==> src/rtl/gpio_bank_pkg.sv <==
package gpio_bank_pkg;

    localparam int ADDR_W = 12;
    localparam int DATA_W = 32;

    typedef enum logic [2:0] {
        GRP_CFG = 3'd0,
        GRP_OE  = 3'd1,
        GRP_OUT = 3'd2,
        GRP_IN  = 3'd3,
        GRP_STS = 3'd4,
        GRP_EN  = 3'd5,
        GRP_TYP = 3'd6,
        GRP_CLR = 3'd7
    } grp_e;

    typedef struct packed {
        logic       in_bank;
        logic       alias_sel;
        grp_e       grp;
        logic [1:0] port;
    } dec_t;

    function automatic dec_t decode(logic [ADDR_W-1:0] a);
        dec_t d;
        d.in_bank   = (a[10:7] == 4'd0) && (a[1:0] == 2'd0);
        d.alias_sel = a[11];
        d.grp       = grp_e'(a[6:4]);
        d.port      = a[3:2];
        return d;
    endfunction

    function automatic logic writable(dec_t d);
        return d.in_bank && (d.grp != GRP_IN) &&
               !(d.alias_sel && d.grp == GRP_CLR);
    endfunction

endpackage

==> src/rtl/gpio_sync2.sv <==
module gpio_sync2 #(
    parameter int W = 32
) (
    input  logic         clk,
    input  logic         rst,
    input  logic [W-1:0] d_i,
    output logic [W-1:0] q_o
);
    logic [W-1:0] meta_q;
    logic [W-1:0] stab_q;

    always_ff @(posedge clk) begin
        if (rst) begin
            meta_q <= '0;
            stab_q <= '0;
        end else begin
            meta_q <= d_i;
            stab_q <= meta_q;
        end
    end

    assign q_o = stab_q;
endmodule

==> src/rtl/gpio_port.sv <==
module gpio_port
    import gpio_bank_pkg::*;
#(
    parameter int PW = 8
) (
    input  logic          clk,
    input  logic          rst,
    input  logic          wr_en,
    input  logic          alias_sel,
    input  grp_e          grp,
    input  logic [2*PW-1:0] wdata,
    input  logic [PW-1:0] evt,
    output logic [PW-1:0] cfg,
    output logic [PW-1:0] oe,
    output logic [PW-1:0] out,
    output logic [PW-1:0] sts,
    output logic [PW-1:0] en,
    output logic [PW-1:0] typ
);
    typedef struct packed {
        logic [PW-1:0] cfg;
        logic [PW-1:0] oe;
        logic [PW-1:0] out;
        logic [PW-1:0] sts;
        logic [PW-1:0] en;
        logic [PW-1:0] typ;
    } port_regs_t;

    port_regs_t    r_q;
    logic [PW-1:0] mask;
    logic [PW-1:0] val;
    logic [PW-1:0] sts_nx;

    assign mask = alias_sel ? wdata[2*PW-1:PW] : '1;
    assign val  = wdata[PW-1:0];

    function automatic logic [PW-1:0] upd(logic [PW-1:0] old);
        return (old & ~mask) | (val & mask);
    endfunction

    always_comb begin
        sts_nx = r_q.sts;
        if (wr_en && grp == GRP_STS)
            sts_nx = upd(r_q.sts);
        else if (wr_en && grp == GRP_CLR)
            sts_nx = r_q.sts & ~val;
        sts_nx = sts_nx | evt;
    end

    always_ff @(posedge clk) begin
        if (rst) begin
            r_q <= '0;
        end else begin
            r_q.sts <= sts_nx;
            if (wr_en) begin
                case (grp)
                    GRP_CFG: r_q.cfg <= upd(r_q.cfg);
                    GRP_OE:  r_q.oe  <= upd(r_q.oe);
                    GRP_OUT: r_q.out <= upd(r_q.out);
                    GRP_EN:  r_q.en  <= upd(r_q.en);
                    GRP_TYP: r_q.typ <= upd(r_q.typ);
                    default: ;
                endcase
            end
        end
    end

    assign cfg = r_q.cfg;
    assign oe  = r_q.oe;
    assign out = r_q.out;
    assign sts = r_q.sts;
    assign en  = r_q.en;
    assign typ = r_q.typ;
endmodule

==> src/rtl/gpio_bank.sv <==
module gpio_bank
    import gpio_bank_pkg::*;
#(
    parameter int NPORTS = 4,
    parameter int PORT_W = 8
) (
    input  logic                     clk,
    input  logic                     rst,
    input  logic                     wr_i,
    input  logic                     rd_i,
    input  logic [ADDR_W-1:0]        addr_i,
    input  logic [DATA_W-1:0]        wdata_i,
    output logic [DATA_W-1:0]        rdata_o,
    input  logic [NPORTS*PORT_W-1:0] pad_in_i,
    output logic [NPORTS*PORT_W-1:0] pad_out_o,
    output logic [NPORTS*PORT_W-1:0] pad_oe_o,
    output logic [NPORTS*PORT_W-1:0] cfg_o,
    output logic [NPORTS*PORT_W-1:0] int_en_o,
    output logic [NPORTS*PORT_W-1:0] int_type_o,
    output logic [NPORTS*PORT_W-1:0] pin_sync_o,
    input  logic [NPORTS*PORT_W-1:0] irq_evt_i,
    output logic                     irq_o
);
    localparam int NPINS = NPORTS * PORT_W;

    dec_t              dec;
    logic              port_ok;
    logic              wr_ok;
    logic [NPINS-1:0]  sync_w;
    logic [NPINS-1:0]  oe_w, out_w, sts_w;
    logic [PORT_W-1:0] cfg_p [NPORTS];
    logic [PORT_W-1:0] oe_p  [NPORTS];
    logic [PORT_W-1:0] out_p [NPORTS];
    logic [PORT_W-1:0] sts_p [NPORTS];
    logic [PORT_W-1:0] en_p  [NPORTS];
    logic [PORT_W-1:0] typ_p [NPORTS];
    logic [DATA_W-1:0] rd_val;

    assign dec     = decode(addr_i);
    assign port_ok = int'(dec.port) < NPORTS;
    assign wr_ok   = wr_i && port_ok && writable(dec);

    gpio_sync2 #(.W(NPINS)) u_sync (
        .clk (clk),
        .rst (rst),
        .d_i (pad_in_i),
        .q_o (sync_w)
    );

    for (genvar p = 0; p < NPORTS; p++) begin : g_port
        localparam int LO = p * PORT_W;
        gpio_port #(.PW(PORT_W)) u_port (
            .clk       (clk),
            .rst       (rst),
            .wr_en     (wr_ok && int'(dec.port) == p),
            .alias_sel (dec.alias_sel),
            .grp       (dec.grp),
            .wdata     (wdata_i[2*PORT_W-1:0]),
            .evt       (irq_evt_i[LO +: PORT_W]),
            .cfg       (cfg_p[p]),
            .oe        (oe_p[p]),
            .out       (out_p[p]),
            .sts       (sts_p[p]),
            .en        (en_p[p]),
            .typ       (typ_p[p])
        );
        assign cfg_o[LO +: PORT_W]      = cfg_p[p];
        assign oe_w[LO +: PORT_W]       = oe_p[p];
        assign out_w[LO +: PORT_W]      = out_p[p];
        assign sts_w[LO +: PORT_W]      = sts_p[p];
        assign int_en_o[LO +: PORT_W]   = en_p[p];
        assign int_type_o[LO +: PORT_W] = typ_p[p];
    end

    always_comb begin
        rd_val = '0;
        if (dec.in_bank && port_ok && !dec.alias_sel) begin
            case (dec.grp)
                GRP_CFG: rd_val[PORT_W-1:0] = cfg_p[dec.port];
                GRP_OE:  rd_val[PORT_W-1:0] = oe_p[dec.port];
                GRP_OUT: rd_val[PORT_W-1:0] = out_p[dec.port];
                GRP_IN:  rd_val[PORT_W-1:0] = sync_w[int'(dec.port)*PORT_W +: PORT_W];
                GRP_STS: rd_val[PORT_W-1:0] = sts_p[dec.port];
                GRP_EN:  rd_val[PORT_W-1:0] = en_p[dec.port];
                GRP_TYP: rd_val[PORT_W-1:0] = typ_p[dec.port];
                default: rd_val = '0;
            endcase
        end
    end

    always_ff @(posedge clk) begin
        if (rst)
            rdata_o <= '0;
        else if (rd_i)
            rdata_o <= rd_val;
    end

    assign pad_oe_o   = oe_w;
    assign pad_out_o  = out_w & oe_w;
    assign pin_sync_o = sync_w;
    assign irq_o      = |(sts_w & int_en_o);
endmodule

==> config.mk <==
export PLATFORM = sky130hd
export DESIGN_NAME = gpio_bank
export DESIGN_NICKNAME = d
export VERILOG_FILES = /design/src/rtl/gpio_bank_pkg.sv /design/src/rtl/gpio_sync2.sv /design/src/rtl/gpio_port.sv /design/src/rtl/gpio_bank.sv
export SDC_FILE = /design/constraint.sdc
export NUM_CORES = 1
export LEC_CHECK = 0
export CORE_ASPECT_RATIO = 1.1
export CORE_UTILIZATION = 45
export CTS_CLUSTER_SIZE = 12
export DETAILED_ROUTE_END_ITERATION = 8
export PLACE_DENSITY = 0.8
export RECOVER_POWER = 100
export SKIP_LAST_GASP = 1
export SLEW_MARGIN = 20
export SYNTH_ARGS = -nofsm -noshare
export SYNTH_HDL_FRONTEND = slang
export SYNTH_SLANG_ARGS = --single-unit
==> constraint.sdc <==
create_clock -name clk -period 1.99 [get_ports clk]
set_input_delay 0.597 -clock clk [delete_from_list [all_inputs] [get_ports clk]]
set_output_delay 0.597 -clock clk [all_outputs]
set_load 0.05 [all_outputs]
==> impl_metrics.toml <==
[sta]
skew_ps = 26.4
setup_viol = 196
min_period_ps = 2750
hold_violations = 0
holdWs_ps = 433
slew_headroom_pct = 25.7
rsz0062_at_grt = "yes"
tightestPinTransition_ps = 1110
fin_crit_sh_pct = 138
fmax_mhz = 364
setup_ws_ps = -759
slew_violations = 0

[yosys]
yosysUniqueCellTypes = 53
async_flop_share_pct = 0
synth_edf_count = 0
synth_area_sq_mm = 0.0135
yosysSeqAreaShare_pct = 39.1
synth_ff_type = "dfxtp_1"
ys_ff_latch = 264
synth_cells = 1426
syn_avg_cell_area_sq_um = 9.47
yosysWarnings = 0

[global_routing]
antenna_found_initial = 3
grt_pass1_wl_mm = 85.8
grt_remaining_overflow = 0
grt_pass1_vias = 14100
grt_max_degree = 58
grt_usage_pct = 36.8

[finish]
area_delta_synth_final_pct = 45.9
utilization_pct = 66.7
final_cells = 2310
drive_gt1_share_pct = 34.4
final_area_sq_mm = 0.0197
final-seq-area_sq_mm = 0.00529
multiInputGateArea_sq_mm = 0.00785
nFillCells = 2296
layout_commonest_cell = "dfxtp_1"
nets = 2030
final_cell_mix = "259 x dfxtp_1, 213 x buf_4, 197 x nor2b_1"

[placed_design]
gp_congestion = 0.995
port_buffers = 296
postPlaceCellArea_sq_mm = 0.0186
dp_cells = 2230
place_ws_ps = -696
hpwl_mm = 38.4

[die]
die_y_um = 184
coreArea_sq_mm = 0.0296
dieArea_sq_mm = 0.0307
fp-row-count = 66
io_pins = 337
dieWidth_um = 167
start_util_pct = 45.7

[critical_path]
reg2reg_depth = 5
cp_data_required_time_ps = 1390
cp.arrival_ps = 2150
crit_type = "flip-flop to output pin"
crit_path_start_kind = "flip-flop"
crit_end = "irq_o"
r2r_slack_ps = 190
end_kind = "output pin"
cp_max_fo = 2
r2r-end = "rdata_o[0]"
crit_start = "g_port[2].u_port.sts[3]"

[routing]
ant_nets = 0
drc = 0
drtIter0Drc = 1928
routedWlPerCell_um = 25.3
routed_wl_mm = 58.4
drt_pre_antenna_iters = 6
vias_per_cell = 6.30
vias = 14600

[clocking]
clock_path_buffers = 3
clock-sinks = 264
root_buffer = "clkbuf_16"
holdBufCountCts = 0
clkTransAtPathRegs_ps = 70
tritoncts = "built"
insertion_delay_ps = 570
cts_buffers = 28
cts_max_level = 1

[power]
p_leak_nw = 7.70
ir_worst_vdd_v = 0.000589
p_per_area_mw_per_mm2 = 618

[status]
violations = "negative setup slack"
outcome = "finished with violations"

[flow_run]
max_cap_violations = 0

[hold_path]
worstHoldPathType = "flip-flop to flip-flop"
## worst min path at each step
| stage | start | to | slack [ps] | cells past startpoint |
|---|---|---|---|---|
| floorplan | u_sync.meta_q[0] | u_sync.q_o[0] | 410 | 1 |
| global placement | u_sync.meta_q[26] | u_sync.q_o[26] | 420 | 1 |
| detailed placement | u_sync.meta_q[0] | u_sync.q_o[0] | 420 | 1 |
| CTS | u_sync.meta_q[5] | u_sync.q_o[5] | 430 | 1 |
| global route | u_sync.meta_q[25] | u_sync.q_o[25] | 450 | 1 |
| finish | u_sync.meta_q[5] | u_sync.q_o[5] | 430 | 1 |
## layout make-up
| cell class | instances | share of cell area, % |
|---|---|---|
| multi-input combinational | 1043 | 39.8 |
| sequential | 264 | 26.8 |
| timing repair buffer | 578 | 26.5 |
| clock buffer | 39 | 4.07 |
| tap | 374 | 2.37 |
| clock inverter | 7 | 0.305 |
| inverter | 3 | 0.0571 |
| antenna | 2 | 0.0254 |
## timing repair
item | in CTS | in global routing
resized for setup | 90 | 27
endpoints found under the setup margin | 193 | 179
setup buffers | 15 | 2
gates cloned | 15 | 1
pin swaps | 11 | 8
## layer usage
metal | track usage (%) | part of all wire [%]
met5 | 0 | 0
met4 | 25.7 | 7.9
met3 | 8.63 | 11
met2 | 61.2 | 47
met1 | 42.0 | 35
## stage by stage
step	power, mW	TNS [ps]
finish	12.2	-13090
global route	12.5	-29540
CTS	12.1	-944
detailed placement	7.11	-122380
floorplan	6.39	-6720
global placement	7.09	-115590
## cell families (layout without fill, tap and decap cells)
group | count (synthesis) | in the layout | share of synthesized area, %
multiplexers | 127 | 127 | 12.4
other | 1 | 26 | 0.0278
AND/OR/NAND/NOR | 485 | 486 | 23.5
buffers and inverters | 143 | 627 | 5.51
AO/OA/AOI/OAI | 406 | 406 | 19.4
flip-flops | 264 | 264 | 39.1
## power by group
| group | internal, mW | switching (mW) |
|---|---|---|
| Combinational | 0.637 | 0.959 |
| Sequential | 5.39 | 0.0726 |
| Clock | 2.91 | 2.21 |
| Total | 8.94 | 3.24 |
## critical path, cell delays in order (launching register included)
cell,delay [ps]
dfxtp_1,320
a22oi_1,390
nand4_1,140
or4_4,580
buf_8,170
## cell usage after synthesis (31+ instances only)
cell	instances	area [sq um]
buf_4	33	248
nor4_2	35	438
nand2_1	58	218
mux4_2	31	698
a21oi_1	35	175
dfxtp_1	264	5290
nor2b_1	198	1240
o21ai_0	150	751
a211oi_1	34	255
o31ai_1	120	901
and2_1	43	269
clkbuf_1	73	274
nor2_1	48	180
mux2i_1	86	861
nor4b_1	32	280
No activity file was read; power rests on OpenSTA's default activity.
